<file path="src/rtl/excvec_pkg.sv">
package excvec_pkg;

   localparam int VEC_W  = 16;
   localparam int BASE_W = 8;
   localparam int OFF_W  = 8;

   localparam logic [VEC_W-1:0] VEC_RST_POR    = 16'hFFFE;
   localparam logic [VEC_W-1:0] VEC_RST_CLKMON = 16'hFFFC;
   localparam logic [VEC_W-1:0] VEC_RST_COP    = 16'hFFFA;

   localparam logic [OFF_W-1:0] OFF_TRAP    = 8'hF8;
   localparam logic [OFF_W-1:0] OFF_SWI     = 8'hF6;
   localparam logic [OFF_W-1:0] OFF_XREQ    = 8'hF4;
   localparam logic [OFF_W-1:0] OFF_IRQ     = 8'hF2;
   localparam logic [OFF_W-1:0] OFF_PERIPH0 = 8'hF0;
   localparam logic [OFF_W-1:0] OFF_SPUR    = 8'h80;

   localparam int MAX_PERIPH = (OFF_PERIPH0 - OFF_SPUR) / 2;

   typedef enum logic [3:0] {
      SRC_NONE,
      SRC_POR,
      SRC_CLKMON,
      SRC_COP,
      SRC_TRAP,
      SRC_SWI,
      SRC_XREQ,
      SRC_IRQ,
      SRC_PERIPH
   } src_e;

   function automatic logic [VEC_W-1:0] join_vec(input logic [BASE_W-1:0] base,
                                                 input logic [OFF_W-1:0]  off);
      return {base, off};
   endfunction

endpackage

</file>
<file path="src/rtl/excvec_base_reg.sv">
module excvec_base_reg #(
   parameter int          WIDTH   = 8,
   parameter logic [WIDTH-1:0] RST_VAL = '1
) (
   input  logic             clk,
   input  logic             rst_n,
   input  logic             load,
   input  logic [WIDTH-1:0] din,
   output logic [WIDTH-1:0] q
);

   always_ff @(posedge clk or negedge rst_n) begin
      if (!rst_n) begin
         q <= RST_VAL;
      end else if (load) begin
         q <= din;
      end
   end

endmodule

</file>
<file path="src/rtl/excvec_periph_prio.sv">
module excvec_periph_prio
   import excvec_pkg::*;
#(
   parameter int NUM_PERIPH = 56,
   localparam int IDX_W = (NUM_PERIPH > 1) ? $clog2(NUM_PERIPH) : 1
) (
   input  logic [NUM_PERIPH-1:0] req,
   output logic                  any,
   output logic [OFF_W-1:0]      off
);

   logic [NUM_PERIPH:0]   seen;
   logic [NUM_PERIPH-1:0] win;
   logic [IDX_W-1:0]      idx;

   assign seen[0] = 1'b0;

   for (genvar g = 0; g < NUM_PERIPH; g++) begin : g_chain
      assign win[g]    = req[g] & ~seen[g];
      assign seen[g+1] = seen[g] | req[g];
   end

   always_comb begin
      idx = '0;
      for (int i = 0; i < NUM_PERIPH; i++) begin
         if (win[i]) begin
            idx = idx | IDX_W'(i);
         end
      end
   end

   assign any = seen[NUM_PERIPH];
   assign off = OFF_PERIPH0 - (OFF_W'(idx) << 1);

endmodule

</file>
<file path="src/rtl/excvec_select.sv">
module excvec_select
   import excvec_pkg::*;
(
   input  logic               por,
   input  logic               clkmon,
   input  logic               cop,
   input  logic               trap,
   input  logic               swi,
   input  logic               x_ok,
   input  logic               irq_ok,
   input  logic               periph_ok,
   input  logic [OFF_W-1:0]   periph_off,
   input  logic [BASE_W-1:0]  base,
   output src_e               src,
   output logic [VEC_W-1:0]   vec
);

   always_comb begin
      if (por)            src = SRC_POR;
      else if (clkmon)    src = SRC_CLKMON;
      else if (cop)       src = SRC_COP;
      else if (trap)      src = SRC_TRAP;
      else if (swi)       src = SRC_SWI;
      else if (x_ok)      src = SRC_XREQ;
      else if (irq_ok)    src = SRC_IRQ;
      else if (periph_ok) src = SRC_PERIPH;
      else                src = SRC_NONE;
   end

   always_comb begin
      unique case (src)
         SRC_POR:    vec = VEC_RST_POR;
         SRC_CLKMON: vec = VEC_RST_CLKMON;
         SRC_COP:    vec = VEC_RST_COP;
         SRC_TRAP:   vec = join_vec(base, OFF_TRAP);
         SRC_SWI:    vec = join_vec(base, OFF_SWI);
         SRC_XREQ:   vec = join_vec(base, OFF_XREQ);
         SRC_IRQ:    vec = join_vec(base, OFF_IRQ);
         SRC_PERIPH: vec = join_vec(base, periph_off);
         default:    vec = join_vec(base, OFF_SPUR);
      endcase
   end

endmodule

</file>
<file path="src/rtl/excvec_gen.sv">
module excvec_gen
   import excvec_pkg::*;
#(
   parameter int               NUM_PERIPH = 56,
   parameter logic [BASE_W-1:0] BASE_RST  = 8'hFF
) (
   input  logic                  clk,
   input  logic                  rst_n,
   input  logic                  rst_por_req,
   input  logic                  rst_clkmon_req,
   input  logic                  rst_cop_req,
   input  logic                  trap_req,
   input  logic                  swi_req,
   input  logic                  xreq,
   input  logic                  irq_req,
   input  logic [NUM_PERIPH-1:0] periph_req,
   input  logic                  base_load,
   input  logic [BASE_W-1:0]     base_in,
   input  logic                  mask_i,
   input  logic                  mask_x,
   input  logic                  vec_req,
   output logic                  int_pending,
   output logic [VEC_W-1:0]      vec_out,
   output logic                  vec_valid
);

   if (NUM_PERIPH < 1 || NUM_PERIPH > MAX_PERIPH) begin : g_bad_count
      $error("NUM_PERIPH must lie between 1 and the number of peripheral slots");
   end

   logic [BASE_W-1:0] base_q;
   logic              x_ok;
   logic              irq_ok;
   logic              periph_any;
   logic              periph_ok;
   logic [OFF_W-1:0]  periph_off;
   src_e              src;
   logic [VEC_W-1:0]  vec_next;

   excvec_base_reg #(
      .WIDTH   (BASE_W),
      .RST_VAL (BASE_RST)
   ) u_base (
      .clk   (clk),
      .rst_n (rst_n),
      .load  (base_load),
      .din   (base_in),
      .q     (base_q)
   );

   excvec_periph_prio #(
      .NUM_PERIPH (NUM_PERIPH)
   ) u_prio (
      .req (periph_req),
      .any (periph_any),
      .off (periph_off)
   );

   assign x_ok      = xreq & ~mask_x;
   assign irq_ok    = irq_req & ~mask_i;
   assign periph_ok = periph_any & ~mask_i;

   excvec_select u_sel (
      .por        (rst_por_req),
      .clkmon     (rst_clkmon_req),
      .cop        (rst_cop_req),
      .trap       (trap_req),
      .swi        (swi_req),
      .x_ok       (x_ok),
      .irq_ok     (irq_ok),
      .periph_ok  (periph_ok),
      .periph_off (periph_off),
      .base       (base_q),
      .src        (src),
      .vec        (vec_next)
   );

   assign int_pending = (src != SRC_NONE);

   always_ff @(posedge clk or negedge rst_n) begin
      if (!rst_n) begin
         vec_out   <= '0;
         vec_valid <= 1'b0;
      end else begin
         vec_valid <= vec_req;
         if (vec_req) begin
            vec_out <= vec_next;
         end
      end
   end

endmodule

</file>
<file path="config.mk">
export PLATFORM = sky130hd
export DESIGN_NAME = excvec_gen
export DESIGN_NICKNAME = d
export VERILOG_FILES = /design/src/rtl/excvec_pkg.sv /design/src/rtl/excvec_base_reg.sv /design/src/rtl/excvec_periph_prio.sv /design/src/rtl/excvec_select.sv /design/src/rtl/excvec_gen.sv
export SDC_FILE = /design/constraint.sdc
export NUM_CORES = 1
export LEC_CHECK = 0
export BUFFER_PORTS_ARGS = -buffer_cell sky130_fd_sc_hd__buf_2
export CELL_PAD_IN_SITES_DETAIL_PLACEMENT = 1
export CELL_PAD_IN_SITES_GLOBAL_PLACEMENT = 1
export CORE_UTILIZATION = 30
export CTS_BUF_LIST = sky130_fd_sc_hd__clkbuf_16
export CTS_CLUSTER_DIAMETER = 120
export CTS_CLUSTER_SIZE = 14
export DETAILED_ROUTE_END_ITERATION = 12
export GPL_TIMING_DRIVEN = 1
export PLACE_DENSITY_LB_ADDON = 0.1
export SETUP_SLACK_MARGIN = 0.5
export SYNTH_ARGS = -nofsm -noshare
export SYNTH_HDL_FRONTEND = slang
export SYNTH_SLANG_ARGS = --single-unit
</file>
<file path="constraint.sdc">
create_clock -name clk -period 1.83 [get_ports clk]
set_input_delay 0.2745 -clock clk [delete_from_list [all_inputs] [get_ports clk]]
set_output_delay 0.2745 -clock clk [all_outputs]
set_load 0.01 [all_outputs]
</file>
==> flow_summary_export.csv, run 1 <==
group,metric,value,unit
drt,avgViaCountPerCell,5.254,
clock_tree,htree_levels,1,
worst_setup_path,crit_type,"in -> reg",
floorplan,row_count,28,
placement,port_buffers,93,
timing,finalCritPeriodShare,137.6,%
global_routing,grt_pass1_wl,12230,µm
global_routing,overflow,0,
clock_tree,cts_buffer_depth,2,
layout,final_area,3672,µm²
drt,vias,2606,
logic_synthesis,syn_inst,220,
drt,drcViolationCount,0,
worst_setup_path,crit_path_start_kind,"input pin",
floorplan,io_pins,95,
floorplan,die_area,6803,µm²
logic_synthesis,syn_area_per_cell,8.832,µm²
logic_synthesis,synth.yosys.seq_area_share,31.42,%
timing,tightestPinTransition,0.6357,ns
global_routing,grt_pass1_vias,2740,
layout,final_cell_mix,"buf_4 (104), buf_2 (87), nor2_1 (35)",
logic_synthesis,ys_types,58,
worst_setup_path,path_delay_family,"simple AND/OR/NAND/NOR gates",
clock_tree,cts_sinks,24,
timing,finalSetupViolations,7,
job,max-cap-violations,0,
global_routing,grt_max_degree,25,
floorplan,die_h,82.48,µm
layout,area_delta_synth_final,88.99,%
power_and_ir_drop,power.share.combinational,32.8,%
logic_synthesis,ys_warn_count,0,
global_routing,antenna_found_initial,0,
timing,worst_slack,-0.6875,ns
placement,post-dp-hpwl,5960,µm
logic_synthesis,synth_top_flop_cell,"dfrtp_1",
worst_setup_path,cp_num_buf_inv,1,
global_routing,grt.total_usage,23.40,%
power_and_ir_drop,swShare,27.63,%
drt,routed_wl,8029,µm
drt,wl_per_cell,16.19,µm
layout,fin_nets,501,
drt,drt_iter0_drc,63,
worst_setup_path,cp.arrival,2.71,ns
run_status,violations,"negative hold slack, negative setup slack",
floorplan,start_util,31.88,%
placement,finalWeightedCongestion,0.8122,
timing,min_period,2.518,ns
power_and_ir_drop,internal-power,0.001141,W
timing,holdWs,-0.01132,ns
power_and_ir_drop,irDropWorstVdd,0.0006116,V
worst_setup_path,critPathSlowestCell,"or4_4",
logic_synthesis,syn_area,1943,µm²
logic_synthesis,synth_edf_count,0,
layout,layout-drive-gt1-share,62.47,%
run_status,status,"complete, but fails checks",
drt,dr.pass1.iters,4,
worst_hold_path,hold_class,"in -> async",
power_and_ir_drop,power.share.clock,29.3,%
drt,antenna_left,0,
worst_setup_path,path_cells,"buf_6, or4_4, nor4_4, nand3_2, o31a_1, o221ai_4, a2111oi_4, ha_4, or4_4, nand3_2",
power_and_ir_drop,power_switching,0.0004354,W
logic_synthesis,async_flop_share,100.0,%
logic_synthesis,synth_seq_cells,24,
layout,layout_commonest_cell,"buf_4",
timing,rsz0062_at_grt,"true",
worst_setup_path,max_stage_delay,0.56,ns
clock_tree,cts_tree,"done",
clock_tree,root_buffer,"clkbuf_16",
power_and_ir_drop,seq_power_share,37.8,%
worst_setup_path,crit_required,2.03,ns
clock_tree,cts_buffers,3,
power_and_ir_drop,p_leak,1.624,nW
layout,diodes,0,
worst_setup_path,cp_max_fo,3,
clock_tree,path_clk_slew,0.06,ns
floorplan,coreArea,6096,µm²
worst_setup_path,endpoint_kind,"flop",
timing,skew,0.001809,ns
floorplan,die_x,82.48,µm
timing,fmax,397.2,MHz
clock_tree,clkLatencyLatePin,0.26,ns
timing,drv_slew,0,
power_and_ir_drop,p_per_area,429.2,nW/µm²
placement,placed_area,3232,µm²
placement,dp_slack,-0.9604,ns
timing,maxSlewHeadroom,57.26,%
logic_synthesis,synth_nets,298,
timing,finalHoldViolCount,16,
-- logic make-up (layout without fill, tap and decap cells) --
family | after synthesis | count (layout) | synth area share, %
AND/OR/NAND/NOR | 102 | 102 | 32.90
AO/OA/AOI/OAI | 64 | 64 | 24.53
flip-flops | 24 | 24 | 31.42
buffers and inverters | 18 | 219 | 4.701
multiplexers | 9 | 9 | 5.152
adder cells (fa/ha/maj) | 1 | 1 | 0.6438
other | 1 | 1 | 0.1930
XOR/XNOR | 1 | 1 | 0.4508
-- per-stage QoR --
stage / hold slack [ns] / setup TNS, ns / total power (W) / utilization, % / instances
finish: -0.01132 / -3.509 / 0.001576 / 60.24 / 496
global route: 0.01980 / -4.327 / 0.001652 / 60.24 / 496
CTS: 0.002812 / -3.331 / 0.001553 / 58.00 / 492
detailed placement: 0.2782 / -5.764 / 0.001057 / 53.02 / 482
global placement: 0.2719 / -5.278 / 0.001040 / 53.02 / 482
floorplan: -0.02109 / -3.363 / 0.0007500 / - / 220
-- cell usage after synthesis (3+ instances only) --
cell       instances  area share, %
or4_1              5            1.9
nand4b_1           4            1.8
nor4_4             3            3.3
dfrtp_1           16             21
nand3_1            5            1.3
nor2b_1            3           0.97
dfstp_2            8             11
a21oi_1           10            2.6
nor3_1             7            1.8
nor4b_1            3            1.4
nand4_1            3           0.97
a2111oi_0          3            1.4
nand2_1            9            1.7
o41ai_1            3            1.4
nor4_1             8            2.6
nor4_2             4            2.6
a31oi_1            4            1.3
o22a_1             8            3.6
a221oi_1           3            1.4
inv_1             13            2.5
o21ai_0            6            1.5
mux2_2             8            4.6
nor2_1            35            6.8
a211oi_1           6            2.3
-- final timing paths --
kind                                 from  slack (ns)           to  depth (start not counted)
min                                 rst_n       -0.01   vec_out[7]                          1
max                        periph_req[45]       -0.69   vec_out[3]                         10
max in group asynchronous           rst_n        1.47  u_base.q[7]                          1
min in group clk               base_in[6]        0.25  u_base.q[6]                          2
max reg2reg                    vec_out[7]        1.07   vec_out[7]                          1
min reg2reg                    vec_out[7]        0.47   vec_out[7]                          1
-- state kept, by name (all words and copies together), names as in the netlist --
| signal | count |
|---|---|
| vec_valid | 1 |
| vec_out | 15 |
| u_base.q | 8 |
-- metal layers --
layer  track usage (%)  share of wire (%)
met5                 0                  0
met2             46.86                 55
met1             25.70                 40
met4             7.895                1.7
met3             1.209                2.9
-- timing repair --
| item | 4_1_cts | 5_1_grt |
|---|---|---|
| pin swaps | 19 | 12 |
| hold buffers | 0 | 0 |
| gates resized for setup | 31 | 17 |
| buffers inserted | 7 | 4 |
| endpoints found under the hold margin | 0 | 0 |
| endpoints found under the setup margin | 9 | 7 |
-- final cells by class --
cell class              count  area (µm²)
flip-flops and latches     24       610.6
repair buffers            203        1355
well taps                  75       93.84
multi-input cells         178        1486
fillers                   745        2424
clock buffers               3       75.07
inverters                  13       51.30
-- power by group through the flow --
stage / Clock (W) / Sequential (W) / Combinational, W
after global routing: 0.000488 / 0.000602 / 0.000563
after global placement: 0 / 0.000602 / 0.000438
after detailed placement: 0 / 0.000605 / 0.000452
final: 0.000462 / 0.000597 / 0.000518
after floorplan: 0 / 0.000610 / 0.000140
after CTS: 0.000472 / 0.000597 / 0.000484
Note: power is estimated with default switching activity, not from simulation.
==> run 2: changes to the inputs <==
--- a/config.mk
+++ b/config.mk
@@ -8,7 +8,7 @@
 export BUFFER_PORTS_ARGS = -buffer_cell sky130_fd_sc_hd__buf_2
 export CELL_PAD_IN_SITES_DETAIL_PLACEMENT = 1
 export CELL_PAD_IN_SITES_GLOBAL_PLACEMENT = 1
-export CORE_UTILIZATION = 30
+export CORE_UTILIZATION = 32
 export CTS_BUF_LIST = sky130_fd_sc_hd__clkbuf_16
 export CTS_CLUSTER_DIAMETER = 120
 export CTS_CLUSTER_SIZE = 14
@@ -18,4 +18,5 @@
 export SETUP_SLACK_MARGIN = 0.5
 export SYNTH_ARGS = -nofsm -noshare
 export SYNTH_HDL_FRONTEND = slang
+export SYNTH_HIERARCHICAL = 1
 export SYNTH_SLANG_ARGS = --single-unit
==> flow_summary_export.csv, run 2 <==
group,metric,value,unit
run_status,status,"complete, but fails checks",
run_status,violations,"negative hold slack, negative setup slack",
logic_synthesis,ys_warn_count,6,
job,max-cap-violations,0,
logic_synthesis,async_flop_share,100.0,%
clock_tree,root_buffer,"clkbuf_16",
placement,finalWeightedCongestion,0.8171,
timing,worst_slack,-0.8811,ns
floorplan,start_util,33.39,%
timing,finalSetupViolations,7,
drt,wl_per_cell,14.94,µm
power_and_ir_drop,power.share.clock,29.3,%
logic_synthesis,yosysMostFrequentCell,"nor2_1",
power_and_ir_drop,p_leak,1.748,nW
logic_synthesis,syn_inst,249,
clock_tree,cts_buffer_depth,2,
timing,min_period,2.711,ns
layout,final_cell_mix,"buf_2 (94), buf_4 (89), nor2_1 (30)",
worst_setup_path,critPathMostFrequentCell,"or4_4",
worst_setup_path,crit_type,"in -> out",
global_routing,overflow,0,
drt,drcViolationCount,0,
logic_synthesis,synth_seq_cells,25,
logic_synthesis,yosys-top-cells-count,"nor2_1 (30), mux2_4 (18), dfrtp_1 (17), a21oi_1 (14), o21ai_0 (12)",
worst_hold_path,hold_class,"in -> async",
power_and_ir_drop,report.power.total,0.001684,W
drt,dr.pass1.iters,4,
floorplan,io_pins,95,
drt,vias,2748,
timing,finalHoldViolCount,8,
power_and_ir_drop,internal-power,0.001207,W
layout,regMostFlops,"vec_out",
timing,finalCritPeriodShare,148.1,%
layout,layout-drive-gt1-share,62.73,%
clock_tree,cts_buffers,3,
logic_synthesis,synth_edf_count,0,
drt,routed_wl,8009,µm
placement,dp_slack,-1.057,ns
worst_setup_path,path_delay_family,"simple AND/OR/NAND/NOR gates",
timing,drv_slew,0,
power_and_ir_drop,power_switching,0.0004766,W
timing,skew,0.006640,ns
drt,avgViaCountPerCell,5.127,
drt,antenna_left,0,
logic_synthesis,ys_types,62,
worst_setup_path,path_cells,"buf_6, or4_4, or3_4, nor3_4, buf_4, nand3_1, nor2b_4, nand2_2, nor2_1, or4_4, buf_2",
floorplan,row_count,30,
layout,largest_reg_flops,16,
power_and_ir_drop,seq_power_share,36.7,%
clock_tree,clkLatencyLatePin,0.26,ns
logic_synthesis,synth.yosys.seq_area_share,27.87,%
global_routing,grt_max_degree,26,
logic_synthesis,syn_area,2281,µm²
timing,fmax,368.9,MHz
layout,fin_nets,519,
placement,port_buffers,94,
clock_tree,path_clk_slew,0.07,ns
worst_setup_path,critPathSlowestCell,"or4_4",
floorplan,die_h,86.43,µm
power_and_ir_drop,irDropWorstVdd,0.0003345,V
worst_setup_path,cp.arrival,2.44,ns
drt,drt_iter0_drc,41,
global_routing,grt.total_usage,20.67,%
logic_synthesis,syn_area_per_cell,9.160,µm²
worst_setup_path,cp_num_buf_inv,3,
power_and_ir_drop,power.share.combinational,34.0,%
global_routing,grt_pass1_vias,2829,
layout,top_regs,"vec_out: 16 flops, u_base/q: 8 flops, vec_valid: 1 flops",
worst_setup_path,max_stage_delay,0.52,ns
clock_tree,cts_tree,"done",
worst_setup_path,crit_path_start_kind,"input pin",
power_and_ir_drop,swShare,28.31,%
layout,layout_commonest_cell,"buf_2",
layout,diodes,0,
global_routing,antenna_found_initial,0,
timing,maxSlewHeadroom,63.06,%
floorplan,die_area,7469,µm²
timing,tightestPinTransition,0.5541,ns
worst_setup_path,cp_max_fo,3,
logic_synthesis,synth_nets,327,
timing,rsz0062_at_grt,"true",
timing,holdWs,-0.005137,ns
logic_synthesis,synth_top_cell_by_area,"dfrtp_1",
power_and_ir_drop,p_per_area,438.0,nW/µm²
clock_tree,cts_sinks,25,
worst_setup_path,endpoint_kind,"output pin",
logic_synthesis,synthTopCellsByArea,"dfrtp_1 (19%), mux2_4 (12%), dfstp_2 (9.2%)",
floorplan,coreArea,6832,µm²
layout,area_delta_synth_final,68.51,%
logic_synthesis,synth_top_area_share,18.65,%
clock_tree,htree_levels,1,
floorplan,die_x,86.43,µm
global_routing,grt_pass1_wl,12500,µm
worst_setup_path,crit_required,1.56,ns
placement,post-dp-hpwl,6282,µm
logic_synthesis,synth_top_flop_cell,"dfrtp_1",
run 2: layout make-up:
cell class	count	area, µm²
multi-input combinational	207	1715
sequential	25	635.6
clock inverter	1	7.507
inverter	12	50.05
fill	855	2988
timing repair buffer	192	1240
tap	96	120.1
clock buffer	3	75.07
run 2: worst paths after layout:
path	start	end	slack (ns)	depth (start not counted)
max in group asynchronous	rst_n	u_base/q[0]	1.46	1
setup / recovery	periph_req[48]	int_pending	-0.88	11
hold reg to reg	vec_out[15]	vec_out[15]	0.51	1
setup reg to reg	u_base/q[5]	vec_out[13]	0.86	2
hold / removal	rst_n	vec_out[15]	-0.005	1
min in group clk	base_in[7]	u_base/q[7]	0.24	2
run 2: what timing repair did:
action,in CTS,in global routing
hold buffers,0,0
gates resized for setup,17,20
pin swaps,14,14
setup endpoints to repair,7,14
gates cloned,0,1
buffers inserted,3,6
run 2: metal layers:
metal	wire [µm]	GRT usage, %
met1	3575	25.47
met2	4130	38.67
met3	232	2.286
met4	70	4.242
met5	0	0
run 2: cells by family (layout without fill, tap and decap cells):
family	Yosys count	after routing	share of synthesized area, %
other	2	2	0.3293
xor gates and xnor gates	3	3	1.152
DFF	25	25	27.87
muxes	24	24	14.81
adders and majority gates	1	1	0.5485
buffers and inverters	17	208	4.498
AOI/OAI and AO/OA	59	59	17.50
and+or+nand+nor	118	118	33.30
run 2: power by group through the flow:
stage,combinational (W),sequential (W),clock (W)
2_1_floorplan,0.000200,0.000630,0
3_3_place_gp,0.000498,0.000624,0
3_5_place_dp,0.000516,0.000627,0
4_1_cts,0.000544,0.000617,0.000508
5_1_grt,0.000618,0.000620,0.000528
6_report,0.000573,0.000617,0.000494
run 2: per-stage QoR:
stage                     utilization, %  cell area, µm²  cells  TNS (ns)
after floorplan                        -            2310    249    -4.180
after global routing               56.26            3844    536    -5.524
final                              56.26            3844    536    -5.160
after global placement             51.28            3503    522    -5.805
after detailed placement           51.28            3503    522    -6.172
after CTS                          53.94            3685    529    -4.678
